`src/rtl/regport_pkg.sv`:
```
package regport_pkg;

    typedef enum logic [2:0] {
        ST_IDLE,
        ST_ADDR,
        ST_SUB,
        ST_WDATA,
        ST_GCMD,
        ST_ACK,
        ST_TX,
        ST_MACK
    } slv_state_e;

    typedef struct packed {
        slv_state_e state;
        slv_state_e after;
        logic       reload_after;
        logic [3:0] cnt;
        logic [7:0] shreg;
        logic [7:0] txreg;
        logic [7:0] ptr;
        logic       sda_oe;
        logic       in_read;
    } slv_regs_t;

endpackage

```
`src/rtl/regport_pin_sync.sv`:
```
module regport_pin_sync (
    input  logic clk,
    input  logic rst_n,
    input  logic scl_i,
    input  logic sda_i,
    output logic scl_s,
    output logic sda_s,
    output logic scl_rise,
    output logic scl_fall,
    output logic start_det,
    output logic stop_det
);
    // [0] metastability stage, [1] synced, [2] previous synced
    logic [2:0] scl_d, scl_q;
    logic [2:0] sda_d, sda_q;

    always_comb begin
        scl_d = {scl_q[1:0], scl_i};
        sda_d = {sda_q[1:0], sda_i};
    end

    always_ff @(posedge clk or negedge rst_n) begin
        if (!rst_n) begin
            scl_q <= 3'b111;
            sda_q <= 3'b111;
        end else begin
            scl_q <= scl_d;
            sda_q <= sda_d;
        end
    end

    assign scl_s     = scl_q[1];
    assign sda_s     = sda_q[1];
    assign scl_rise  = scl_q[1] & ~scl_q[2];
    assign scl_fall  = ~scl_q[1] & scl_q[2];
    assign start_det = scl_q[1] & scl_q[2] & sda_q[2] & ~sda_q[1];
    assign stop_det  = scl_q[1] & scl_q[2] & ~sda_q[2] & sda_q[1];

endmodule

```
`src/rtl/regport_blackout.sv`:
```
module regport_blackout #(
    parameter int CYCLES = 7500
) (
    input  logic clk,
    input  logic rst_n,
    input  logic trigger_i,
    output logic busy_o
);
    localparam int CW = $clog2(CYCLES + 1);

    logic [CW-1:0] cnt_d, cnt_q;

    always_comb begin
        cnt_d = cnt_q;
        if (trigger_i)
            cnt_d = CW'(CYCLES);
        else if (cnt_q != '0)
            cnt_d = cnt_q - 1'b1;
    end

    always_ff @(posedge clk or negedge rst_n) begin
        if (!rst_n) cnt_q <= '0;
        else        cnt_q <= cnt_d;
    end

    assign busy_o = (cnt_q != '0);

    // hold-off starts only from a reload request
    a_r8_busy_from_trigger: assert property (@(posedge clk) disable iff (!rst_n)
        $rose(busy_o) |-> $past(trigger_i));

    // a request always opens the hold-off on the next cycle
    a_r8_trigger_opens: assert property (@(posedge clk) disable iff (!rst_n)
        trigger_i |=> busy_o);

endmodule

```
`src/rtl/regport_regfile.sv`:
```
module regport_regfile #(
    parameter int                    REG_DEPTH    = 8,
    parameter logic [REG_DEPTH-1:0]  VALID_MASK   = 8'h7F,
    parameter logic [REG_DEPTH-1:0]  WRITE_MASK   = 8'h5E,
    parameter logic [7:0]            DEFAULT_BASE = 8'h30
) (
    input  logic                   clk,
    input  logic                   rst_n,
    input  logic                   reload_i,
    input  logic                   wr_en_i,
    input  logic [7:0]             wr_addr_i,
    input  logic [7:0]             wr_data_i,
    input  logic [7:0]             rd_addr_i,
    input  logic [7:0]             status_i,
    output logic [7:0]             rd_data_o,
    output logic [8*REG_DEPTH-1:0] regs_o
);
    logic wr_ok;

    always_comb begin
        wr_ok = 1'b0;
        for (int i = 1; i < REG_DEPTH; i++)
            if (int'(wr_addr_i) == i && VALID_MASK[i] && WRITE_MASK[i])
                wr_ok = 1'b1;
    end

    for (genvar i = 0; i < REG_DEPTH; i++) begin : g_cell
        localparam logic [7:0] DFLT = 8'(DEFAULT_BASE + 8'(i));
        if (i == 0) begin : g_status
            assign regs_o[7:0] = status_i;
        end else if (VALID_MASK[i] && WRITE_MASK[i]) begin : g_rw
            logic [7:0] val_d, val_q;
            always_comb begin
                val_d = val_q;
                if (reload_i)
                    val_d = DFLT;
                else if (wr_en_i && int'(wr_addr_i) == i)
                    val_d = wr_data_i;
            end
            always_ff @(posedge clk or negedge rst_n) begin
                if (!rst_n) val_q <= DFLT;
                else        val_q <= val_d;
            end
            assign regs_o[8*i +: 8] = val_q;
        end else if (VALID_MASK[i]) begin : g_ro
            assign regs_o[8*i +: 8] = DFLT;
        end else begin : g_hole
            assign regs_o[8*i +: 8] = 8'h00;
        end
    end

    always_comb begin
        rd_data_o = 8'h00;
        for (int i = 0; i < REG_DEPTH; i++)
            if (int'(rd_addr_i) == i && VALID_MASK[i])
                rd_data_o = regs_o[8*i +: 8];
    end

    // a write aimed at a location that cannot take it leaves every stored cell as it was
    a_r5_discard_write: assert property (@(posedge clk) disable iff (!rst_n)
        (wr_en_i && !wr_ok && !reload_i) |=> $stable(regs_o[8*REG_DEPTH-1:8]));

endmodule

```
`src/rtl/regport_i2c_slave.sv`:
```
module regport_i2c_slave
    import regport_pkg::*;
#(
    parameter logic [6:0]            DEV_ADDR     = 7'h48,
    parameter int                    REG_DEPTH    = 8,
    parameter logic [REG_DEPTH-1:0]  VALID_MASK   = 8'h7F,
    parameter logic [REG_DEPTH-1:0]  WRITE_MASK   = 8'h5E,
    parameter logic [7:0]            DEFAULT_BASE = 8'h30,
    parameter int                    CLK_HZ       = 50_000_000,
    parameter int                    BLACKOUT_US  = 150,
    parameter logic [7:0]            RESET_CMD    = 8'hBF,
    parameter logic [7:0]            GC_RESET_CMD = 8'h06
) (
    input  logic                   clk,
    input  logic                   rst_n,
    input  logic                   scl_i,
    input  logic                   sda_i,
    input  logic [7:0]             status_i,
    output logic                   sda_oe_o,
    output logic                   reset_busy_o,
    output logic [8*REG_DEPTH-1:0] regs_o
);
    localparam int BLACKOUT_CYCLES = (CLK_HZ / 1_000_000) * BLACKOUT_US;

    logic scl_s, sda_s, scl_rise, scl_fall, start_det, stop_det;
    logic busy;
    logic wr_en, reload;
    logic [7:0] rd_data;
    slv_regs_t cur, nxt;

    regport_pin_sync u_sync (
        .clk       (clk),
        .rst_n     (rst_n),
        .scl_i     (scl_i),
        .sda_i     (sda_i),
        .scl_s     (scl_s),
        .sda_s     (sda_s),
        .scl_rise  (scl_rise),
        .scl_fall  (scl_fall),
        .start_det (start_det),
        .stop_det  (stop_det)
    );

    regport_blackout #(.CYCLES(BLACKOUT_CYCLES)) u_blackout (
        .clk       (clk),
        .rst_n     (rst_n),
        .trigger_i (reload),
        .busy_o    (busy)
    );

    regport_regfile #(
        .REG_DEPTH    (REG_DEPTH),
        .VALID_MASK   (VALID_MASK),
        .WRITE_MASK   (WRITE_MASK),
        .DEFAULT_BASE (DEFAULT_BASE)
    ) u_regfile (
        .clk       (clk),
        .rst_n     (rst_n),
        .reload_i  (reload),
        .wr_en_i   (wr_en),
        .wr_addr_i (cur.ptr),
        .wr_data_i (cur.shreg),
        .rd_addr_i (cur.ptr),
        .status_i  (status_i),
        .rd_data_o (rd_data),
        .regs_o    (regs_o)
    );

    always_comb begin
        logic [3:0] cnt_n;
        logic [7:0] tx_sh;
        logic       give_ack;
        nxt      = cur;
        wr_en    = 1'b0;
        reload   = 1'b0;
        give_ack = 1'b0;
        cnt_n    = cur.cnt + 4'd1;
        tx_sh    = {cur.txreg[6:0], 1'b0};

        if (start_det) begin
            nxt.state  = ST_ADDR;
            nxt.cnt    = '0;
            nxt.sda_oe = 1'b0;
        end else if (stop_det) begin
            nxt.state  = ST_IDLE;
            nxt.sda_oe = 1'b0;
            if (cur.in_read) begin
                nxt.ptr     = 8'h00;
                nxt.in_read = 1'b0;
            end
        end else begin
            unique case (cur.state)
                ST_ADDR, ST_SUB, ST_WDATA, ST_GCMD: begin
                    if (scl_rise && cur.cnt < 4'd8) begin
                        nxt.shreg = {cur.shreg[6:0], sda_s};
                        nxt.cnt   = cnt_n;
                    end else if (scl_fall && cur.cnt == 4'd8) begin
                        nxt.cnt = '0;
                        unique case (cur.state)
                            ST_ADDR: begin
                                if (!busy && cur.shreg[7:1] == DEV_ADDR) begin
                                    give_ack    = 1'b1;
                                    nxt.after   = cur.shreg[0] ? ST_TX : ST_SUB;
                                    if (cur.shreg[0]) nxt.in_read = 1'b1;
                                end else if (!busy && cur.shreg == 8'h00) begin
                                    give_ack  = 1'b1;
                                    nxt.after = ST_GCMD;
                                end else begin
                                    nxt.state = ST_IDLE;
                                end
                            end
                            ST_SUB: begin
                                give_ack = 1'b1;
                                if (cur.shreg == RESET_CMD) begin
                                    nxt.reload_after = 1'b1;
                                    nxt.after        = ST_IDLE;
                                end else begin
                                    nxt.ptr   = cur.shreg;
                                    nxt.after = ST_WDATA;
                                end
                            end
                            ST_WDATA: begin
                                give_ack  = 1'b1;
                                wr_en     = 1'b1;
                                nxt.ptr   = cur.ptr + 8'd1;
                                nxt.after = ST_WDATA;
                            end
                            default: begin
                                if (cur.shreg == GC_RESET_CMD) begin
                                    give_ack         = 1'b1;
                                    nxt.reload_after = 1'b1;
                                    nxt.after        = ST_IDLE;
                                end else begin
                                    nxt.state = ST_IDLE;
                                end
                            end
                        endcase
                        if (give_ack) begin
                            nxt.state  = ST_ACK;
                            nxt.sda_oe = 1'b1;
                        end
                    end
                end
                ST_ACK: begin
                    if (scl_fall) begin
                        nxt.sda_oe       = 1'b0;
                        nxt.reload_after = 1'b0;
                        nxt.cnt          = '0;
                        if (cur.reload_after) begin
                            reload      = 1'b1;
                            nxt.ptr     = 8'h00;
                            nxt.in_read = 1'b0;
                            nxt.state   = ST_IDLE;
                        end else begin
                            nxt.state = cur.after;
                            if (cur.after == ST_TX) begin
                                nxt.txreg  = rd_data;
                                nxt.sda_oe = ~rd_data[7];
                            end
                        end
                    end
                end
                ST_TX: begin
                    if (scl_fall) begin
                        if (cnt_n == 4'd8) begin
                            nxt.cnt    = '0;
                            nxt.sda_oe = 1'b0;
                            nxt.ptr    = cur.ptr + 8'd1;
                            nxt.state  = ST_MACK;
                        end else begin
                            nxt.cnt    = cnt_n;
                            nxt.txreg  = tx_sh;
                            nxt.sda_oe = ~tx_sh[7];
                        end
                    end
                end
                ST_MACK: begin
                    if (scl_rise) begin
                        if (sda_s) nxt.state = ST_IDLE;
                        else       nxt.cnt   = 4'd1;
                    end else if (scl_fall && cur.cnt == 4'd1) begin
                        nxt.cnt    = '0;
                        nxt.txreg  = rd_data;
                        nxt.sda_oe = ~rd_data[7];
                        nxt.state  = ST_TX;
                    end
                end
                default: ;
            endcase
        end
    end

    always_ff @(posedge clk or negedge rst_n) begin
        if (!rst_n) begin
            cur <= '{state: ST_IDLE, after: ST_IDLE, reload_after: 1'b0,
                     cnt: '0, shreg: '0, txreg: '0, ptr: '0,
                     sda_oe: 1'b0, in_read: 1'b0};
        end else begin
            cur <= nxt;
        end
    end

    assign sda_oe_o     = cur.sda_oe;
    assign reset_busy_o = busy;

    // drive level moves only after an SCL fall seen by the front end, or on START/STOP
    a_r9_sda_moves_on_low: assert property (@(posedge clk) disable iff (!rst_n)
        (nxt.sda_oe != cur.sda_oe) |-> (scl_fall || start_det || stop_det));

    // nothing is driven on the bus during the hold-off
    a_r8_quiet_when_busy: assert property (@(posedge clk) disable iff (!rst_n)
        busy |-> !cur.sda_oe);

    // STOP after a read returns the pointer to the status location
    a_r4_stop_rewinds: assert property (@(posedge clk) disable iff (!rst_n)
        (stop_det && cur.in_read) |=> (cur.ptr == 8'h00));

    // a reload always leaves the pointer at 0
    a_r6_reload_rewinds: assert property (@(posedge clk) disable iff (!rst_n)
        reload |=> (cur.ptr == 8'h00 && busy));

endmodule

```
`config.mk`:
```
export PLATFORM = sky130hd
export DESIGN_NAME = regport_i2c_slave
export DESIGN_NICKNAME = d
export VERILOG_FILES = /design/src/rtl/regport_pkg.sv /design/src/rtl/regport_pin_sync.sv /design/src/rtl/regport_blackout.sv /design/src/rtl/regport_regfile.sv /design/src/rtl/regport_i2c_slave.sv
export SDC_FILE = /design/constraint.sdc
export NUM_CORES = 1
export LEC_CHECK = 0
export BUFFER_PORTS_ARGS = -buffer_cell sky130_fd_sc_hd__buf_2
export CAP_MARGIN = 20
export CORE_AREA = 10 10 123 125
export CTS_CLUSTER_DIAMETER = 200
export DETAILED_ROUTE_END_ITERATION = 10
export DIE_AREA = 0 0 133 135
export PLACE_DENSITY = 0.66
export SETUP_SLACK_MARGIN = 0.1
export SKIP_CTS_REPAIR_TIMING = 1
export SYNTH_ARGS = -nofsm -noshare
export SYNTH_HDL_FRONTEND = slang
export SYNTH_HIERARCHICAL = 1
export SYNTH_SLANG_ARGS = --single-unit
```
`constraint.sdc`:
```
create_clock -name clk -period 3.9 [get_ports clk]
set_input_delay 0.39 -clock clk [delete_from_list [all_inputs] [get_ports clk]]
set_output_delay 0.39 -clock clk [all_outputs]
set_load 0.02 [all_outputs]
```
==> results of run 1 <==
[per-layer routing]
metal / routed length, um / up-vias
met5: 0 / -
met4: 377 / 0
met3: 1350 / 29
met2: 8200 / 206
met1: 7560 / 2648
li1: - / 2470
[cell type report]
class / count / share of cell area [%]
clock buffers: 12 / 3.47
repair buffers: 75 / 6.05
flip-flops and latches: 95 / 35.3
multi-input cells: 500 / 50.2
inverters: 20 / 1.10
well taps: 172 / 3.15
clock inverters: 4 / 0.788
[path summary, 6_finish.rpt]
path | from | to
worst max-delay path | u_sync/sda_q[2] | u_regfile/g_cell[2].g_rw.val_q[3]
worst min-delay path | rst_n | u_blackout/cnt_q[12]
worst max register to register | u_sync/sda_q[2] | u_regfile/g_cell[2].g_rw.val_q[3]
worst min register to register | u_sync/scl_q[0] | u_sync/scl_q[1]
max in group asynchronous | rst_n | u_regfile/g_cell[1].g_rw.val_q[4]
min in group clk | sda_i | u_sync/sda_q[0]
[power by group]
part	switching [mW]	internal, mW
combinational	0.673	0.474
sequential	0.244	1.06
clock	0.392	0.501
[registers in the layout (all words and copies together), names as in the netlist]
register                     count
sda_oe_o                         1
u_sync/sda_q                     3
u_blackout/cnt_q                13
u_regfile/g_cell.g_rw.val_q     40
cur                             35
u_sync/scl_q                     3
[kinds of logic (layout without fill, tap and decap cells)]
kind of cell             Yosys count  after routing  share of synthesized area (%)
flip-flops                        95             95                           38.7
AND/OR/NAND/NOR                  250            250                           23.5
other                              2             16                          0.121
multiplexers                      59             59                           10.1
buffers and inverters             83            111                           7.38
XOR/XNOR                           5              5                          0.704
adder cells (fa/ha/maj)            9              9                           1.73
AO/OA/AOI/OAI                    161            161                           17.7
[critical path, cell delays in order (launching register included)]
cell and delay (ns):
dfstp_2 0.53, and4b_1 0.37, or2_1 0.40, nor3_1 0.32, nand2b_1 0.11, or4b_1 0.87, nand3b_1 0.26, o21ai_2 0.07
[layout by cell type (no fill, tap or decap), types with 6 or more instances in the layout]
| master | count |
|---|---|
| dfrtp_1 | 72 |
| buf_2 | 60 |
| nor2_1 | 44 |
| nand2_1 | 42 |
| mux2i_1 | 36 |
| nand2b_1 | 34 |
| a21oi_1 | 34 |
| nor3_1 | 32 |
| o21ai_0 | 28 |
| dfstp_2 | 23 |
| inv_1 | 20 |
| mux2_2 | 19 |
| conb_1 | 16 |
| buf_4 | 15 |
| o22ai_1 | 14 |
| nand3_1 | 12 |
| nand3b_1 | 12 |
| nor2b_1 | 10 |
| clkbuf_16 | 9 |
| o21ai_1 | 8 |
| nor4_1 | 8 |
| ha_1 | 7 |
| and3_1 | 6 |
| a21oi_2 | 6 |
| o21ai_2 | 6 |
[metrics by stage]
stage	hold slack (ns)	instance area [sq um]	setup WS (ns)	util [%]	power, mW
2_1_floorplan	0.0944	6270	1.28	-	2.09
3_3_place_gp	0.350	6530	0.969	52.0	2.43
3_5_place_dp	0.350	6530	0.872	52.0	2.44
4_1_cts	0.119	6820	0.880	54.3	3.34
5_1_grt	0.122	6820	0.725	54.3	3.53
6_report	0.127	6820	0.827	54.3	3.34
==> impl_table.tex, run 1 <==
\begin{tabular}{lr}
\hline
Metric & Value \\
\hline
\multicolumn{2}{l}{\textbf{Die}} \\
Row count & 41 \\
Initial Util & 49.5\% \\
Die Y & 135 um \\
Die extent in x & 133 um \\
Floorplan core area & 12600 sq um \\
Total die area & 18000 sq um \\
Number of primary I/O pins & 78 \\
\multicolumn{2}{l}{\textbf{Yosys}} \\
Sequential fraction of the synthesis area & 38.7\% \\
Leading cell types by total area after synthesis & dfrtp\_1 (29\%), dfstp\_2 (9.7\%), mux2i\_1 (5.8\%), mux2\_2 (3.4\%), nand2b\_1 (3.4\%) \\
Number of enable flip-flop cells after synthesis & 0 \\
Synth async-reset ratio & 100\% \\
Synthesized area per cell & 9.37 sq um \\
Fraction of post-synthesis cell area in the top cell type by area & 29.0\% \\
Synth Register Bits & 95 \\
Most instantiated flip-flop cell in the synthesis netlist & dfrtp\_1 \\
Gate count after technology mapping & 664 \\
Post-synthesis cell type count & 85 \\
Synth area leader & dfrtp\_1 \\
Cell Area, Synth & 6220 sq um \\
Total of warnings raised by yosys & 6 \\
Most numerous cell in the Yosys netlist & dfrtp\_1 \\
Most numerous cell types in the synthesized netlist & dfrtp\_1 (72), nor2\_1 (45), nand2\_1 (42) \\
\multicolumn{2}{l}{\textbf{STA}} \\
Setup Skew & 0.00892 ns \\
Slew of the pin with the lowest slew margin & 0.912 ns \\
Slew margin rel. & 39.0\% \\
Fin crit period & 3.07 ns \\
Unrepaired setup endpoints after global routing & false \\
Count of endpoints failing hold in the final timing report & 0 \\
Pins over their slew limit & 0 \\
TNS Setup & 0 ns \\
Fmax & 0.325 GHz \\
Setup-violating endpoint count in the final report & 0 \\
Portion of the clock cycle consumed by the worst path in the final layout & 78.8\% \\
\multicolumn{2}{l}{\textbf{Placement}} \\
Number of buffer cells added on primary ports & 61 \\
Gp weighted congestion & 0.935 \\
Cell count after placement & 862 \\
HPWL Detailed & 12500 um \\
\multicolumn{2}{l}{\textbf{GRT}} \\
Antenna violations before repair & 0 \\
Global-route wire length before repair & 28500 um \\
Via count of the first global-routing pass & 5313 \\
Pin count of the biggest net entering global routing & 66 \\
GR Util met2 & 30.8\% \\
Gr usage total & 19.5\% \\
Busiest grt layer & met2 \\
Met1 layer usage reported by global route & 25.0\% \\
Met3 track demand over resource in global routing & 5.56\% \\
Residual overflow from global routing & 0 \\
\multicolumn{2}{l}{\textbf{Worst setup path}} \\
CP Data Required Time & 4.12 ns \\
Arrival @ worst endpoint & 3.30 ns \\
Cells on worst reg2reg path & 7 \\
Critical Path Sink Type & register \\
Reg2Reg Setup Slack & 0.83 ns \\
WS Path Type & register to register \\
Worst-path maximum fanout & 16 \\
Critical path startpoint category & register \\
\multicolumn{2}{l}{\textbf{Final layout}} \\
Multi-input combinational cell area & 3420 sq um \\
Share of cells above drive strength 1 & 23.9\% \\
Final Instance Count excl. Fillers & 878 \\
Sequential cell area & 2410 sq um \\
Nets & 720 \\
Layout fillers & 1158 \\
Final antenna diode count & 0 \\
Post-synthesis to final-layout area growth & 9.74\% \\
\multicolumn{2}{l}{\textbf{Pwr}} \\
Power per unit of standard cell area & 490 nW/um\^{}2 \\
Leakage power total & 3.04 nW \\
Worst IR drop on VDD & 363 uV \\
\multicolumn{2}{l}{\textbf{Detailed routing}} \\
Antenna Nets Post-Route & 0 \\
DRC marker count from the first detailed-route iteration & 664 \\
DRC violation count after routing & 0 \\
Via count of the routed design & 5353 \\
Final wirelength & 17500 um \\
Vias per cell & 6.10 \\
WL per Instance & 19.9 um \\
Number of detailed-route iterations in the first pass & 6 \\
\multicolumn{2}{l}{\textbf{Clock network}} \\
Total clock buffers created by CTS & 9 \\
H-tree Lvls & 3 \\
Clock buffer depth & 2 \\
Root cell of the clock tree & clkbuf\_16 \\
Later-pin clock latency in the skew report & 0.36 ns \\
TritonCTS clock tree & done \\
Clock sink total & 95 \\
Clock-pin slew on the worst setup and hold paths & 0.07 ns \\
\multicolumn{2}{l}{\textbf{Run status}} \\
Run status & finished clean \\
\multicolumn{2}{l}{\textbf{Min path}} \\
Type of the worst min-delay path & input port to asynchronous set/reset pin \\
\multicolumn{2}{l}{\textbf{Flow run}} \\
Max-cap violation count & 0 \\
\hline
\end{tabular}
(Power assumes the default switching activity.)
==> run 2: changes to the inputs <==
clock period = 2.9 ns   (was 3.9 ns; I/O delays follow)
==> run 2 against run 1 <==
Cell area grew 3.2%; clock-buffer cell count shrank 1; flip-flop and latch count is the same; sequential power grew 26%; global-route usage grew 0.33 points; final cell count grew 2.3%; critical path depth grew 1; clock skew is essentially flat.
==> impl_table.tex, run 2 (synthesis results as in run 1) <==
\begin{tabular}{lr}
\hline
Metric & Value \\
\hline
\multicolumn{2}{l}{\textbf{Clock network}} \\
Later-pin clock latency in the skew report & 0.35 ns (about the same) \\
H-tree Lvls & 3 (unchanged) \\
Clock sink total & 95 (unchanged) \\
Root cell of the clock tree & clkbuf\_16 \\
Total clock buffers created by CTS & 9 (unchanged) \\
TritonCTS clock tree & done \\
Clock buffer depth & 2 (unchanged) \\
Clock-pin slew on the worst setup and hold paths & 0.07 ns (about the same) \\
\multicolumn{2}{l}{\textbf{GRT}} \\
Global-route wire length before repair & 29100 um (+2.3\%) \\
Via count of the first global-routing pass & 5349 (+0.68\%) \\
Antenna violations before repair & 0 (unchanged) \\
Residual overflow from global routing & 0 (unchanged) \\
Pin count of the biggest net entering global routing & 59 (-11\%) \\
Gr usage total & 19.8\% (+0.33 points) \\
\multicolumn{2}{l}{\textbf{Detailed routing}} \\
DR top layer & met4 \\
Detailed-route wire length on metal 1 & 8130 um (+7.5\%) \\
Vias per cell & 6.03 (-1.1\%) \\
WL per Instance & 20.0 um (+0.27\%) \\
Wire length on met2 & 8290 um (+1.1\%) \\
DRC violation count after routing & 0 (unchanged) \\
DRC marker count from the first detailed-route iteration & 529 (-20\%) \\
Antenna Nets Post-Route & 0 (unchanged) \\
Number of detailed-route iterations in the first pass & 5 (-1) \\
Detailed route wirelength on metal3 & 1230 um (-9.5\%) \\
Via count of the routed design & 5413 (+1.1\%) \\
Final wirelength & 17900 um (+2.6\%) \\
\multicolumn{2}{l}{\textbf{Final layout}} \\
Most frequent cells in the layout & dfrtp\_1 (72), buf\_2 (60), nor2\_1 (44) \\
Nets & 740 (+2.8\%) \\
Leading cell type in the layout, fill and taps excluded & dfrtp\_1 \\
Register with the most flip-flops & u\_regfile/g\_cell.g\_rw.val\_q \\
Flip-flop count of the largest register after layout & 40 (unchanged) \\
Top Registers & u\_regfile/g\_cell.g\_rw.val\_q (40), cur (35), u\_blackout/cnt\_q (13) \\
Layout fillers & 1166 (+0.69\%) \\
Share of cells above drive strength 1 & 26.3\% (+2.4 points) \\
Final antenna diode count & 0 (unchanged) \\
Post-synthesis to final-layout area growth & 13.2\% \\
\multicolumn{2}{l}{\textbf{Worst setup path}} \\
WS Path Type & register to register \\
Critical path startpoint category & register \\
Arrival @ worst endpoint & 2.86 ns (-0.44 ns) \\
Worst-path maximum fanout & 16 (unchanged) \\
Critical Path Sink Type & register \\
CP Data Required Time & 3.14 ns (-0.98 ns) \\
\multicolumn{2}{l}{\textbf{STA}} \\
Portion of the clock cycle consumed by the worst path in the final layout & 90.1\% (+11 points) \\
Slew margin rel. & 44.9\% (+5.9 points) \\
TNS Setup & 0 ns (unchanged) \\
Unrepaired setup endpoints after global routing & false \\
Slew of the pin with the lowest slew margin & 0.823 ns (-0.0886 ns) \\
Setup-violating endpoint count in the final report & 0 (unchanged) \\
Fmax & 0.383 GHz (+18\%) \\
Fin crit period & 2.61 ns (-0.459 ns) \\
Pins over their slew limit & 0 (unchanged) \\
Count of endpoints failing hold in the final timing report & 0 (unchanged) \\
Setup Skew & 0.00917 ns (+0.000254 ns) \\
\multicolumn{2}{l}{\textbf{Placement}} \\
Gp weighted congestion & 0.920 (-1.7\%) \\
HPWL Detailed & 13200 um (+5.6\%) \\
Number of buffer cells added on primary ports & 61 (unchanged) \\
\multicolumn{2}{l}{\textbf{Die}} \\
Floorplan core area & 12600 sq um (unchanged) \\
Die extent in x & 133 um (unchanged) \\
Number of primary I/O pins & 78 (unchanged) \\
Total die area & 18000 sq um (unchanged) \\
Initial Util & 49.5\% (unchanged) \\
Row count & 41 (unchanged) \\
Die Y & 135 um (unchanged) \\
\multicolumn{2}{l}{\textbf{Run status}} \\
Run status & finished clean \\
\multicolumn{2}{l}{\textbf{Pwr}} \\
Leakage power total & 3.16 nW (+4.1\%) \\
Final Total Pwr & 4.65 mW (+39\%) \\
Power per unit of standard cell area & 661 nW/um\^{}2 (+35\%) \\
Worst IR drop on VDD & 416 uV (+15\%) \\
\multicolumn{2}{l}{\textbf{Min path}} \\
Type of the worst min-delay path & input port to asynchronous set/reset pin \\
\multicolumn{2}{l}{\textbf{Flow run}} \\
Max-cap violation count & 0 (unchanged) \\
\hline
\end{tabular}
[run 2: cell types whose count changed in the layout (fill, tap and decap cells not counted), sizes merged]
cell,delta
buf,+20
clkinv,+1
clkbuf,-1
[run 2: power by group]
group	switching [mW]	internal (mW)	total, mW	leakage (nW)
registers	0.216	1.43	1.64	1.19
clock network	0.552	0.701	1.25	0.144
logic	1.05	0.711	1.76	1.83
total	1.82	2.84	4.65	3.16
[run 2: worst paths after layout]
kind,from,to,slack [ns],depth (start not counted)
worst min register to register,u_sync/sda_q[0],u_sync/sda_q[1],0.36,0
worst min-delay path,rst_n,u_blackout/cnt_q[12],0.03,1
worst max register to register,u_sync/sda_q[1],u_regfile/g_cell[2].g_rw.val_q[0],0.29,8
max in group asynchronous,rst_n,u_regfile/g_cell[4].g_rw.val_q[4],2.11,2
min in group clk,scl_i,u_sync/scl_q[0],0.03,1
worst max-delay path,u_sync/sda_q[1],u_regfile/g_cell[2].g_rw.val_q[0],0.29,8
[run 2: critical path, stage by stage (launching register included)]
cell and delay, ns:
dfstp_2 0.58, and4b_1 0.21, or2_1 0.26, nor3_1 0.41, nand2b_1 0.13, or4b_1 0.49
buf_4 0.23, nand3b_1 0.12, o21ai_2 0.06
[run 2: routing by layer]
metal,vias to the layer above,global-route usage (%)
li1,2508,-
met5,-,0
met3,23,4.41
met2,196,31.2
met1,2686,26.4
met4,0,6.30
[run 2: final cells by class]
cell class	instances	area, sq um	share of cell area (%)
multi-input combinational	500	3420	48.6
clock buffer	11	243	3.45
inverter	20	75.1	1.07
tap	172	215	3.06
clock inverter	5	65.1	0.924
sequential	95	2410	34.2
timing repair buffer	95	613	8.71
[run 2: per-stage QoR]
stage | utilization (%) | worst slack (ns) | cell area (sq um) | hold WS [ns] | instances
CTS | 56.0 | 0.299 | 7040 | 0.0257 | 898
floorplan | - | 0.277 | 6270 | -0.00559 | 678
global route | 56.0 | 0.137 | 7040 | 0.0273 | 898
detailed placement | 53.6 | 0.308 | 6730 | 0.349 | 882
global placement | 53.6 | 0.437 | 6730 | 0.354 | 882
finish | 56.0 | 0.286 | 7040 | 0.0298 | 898
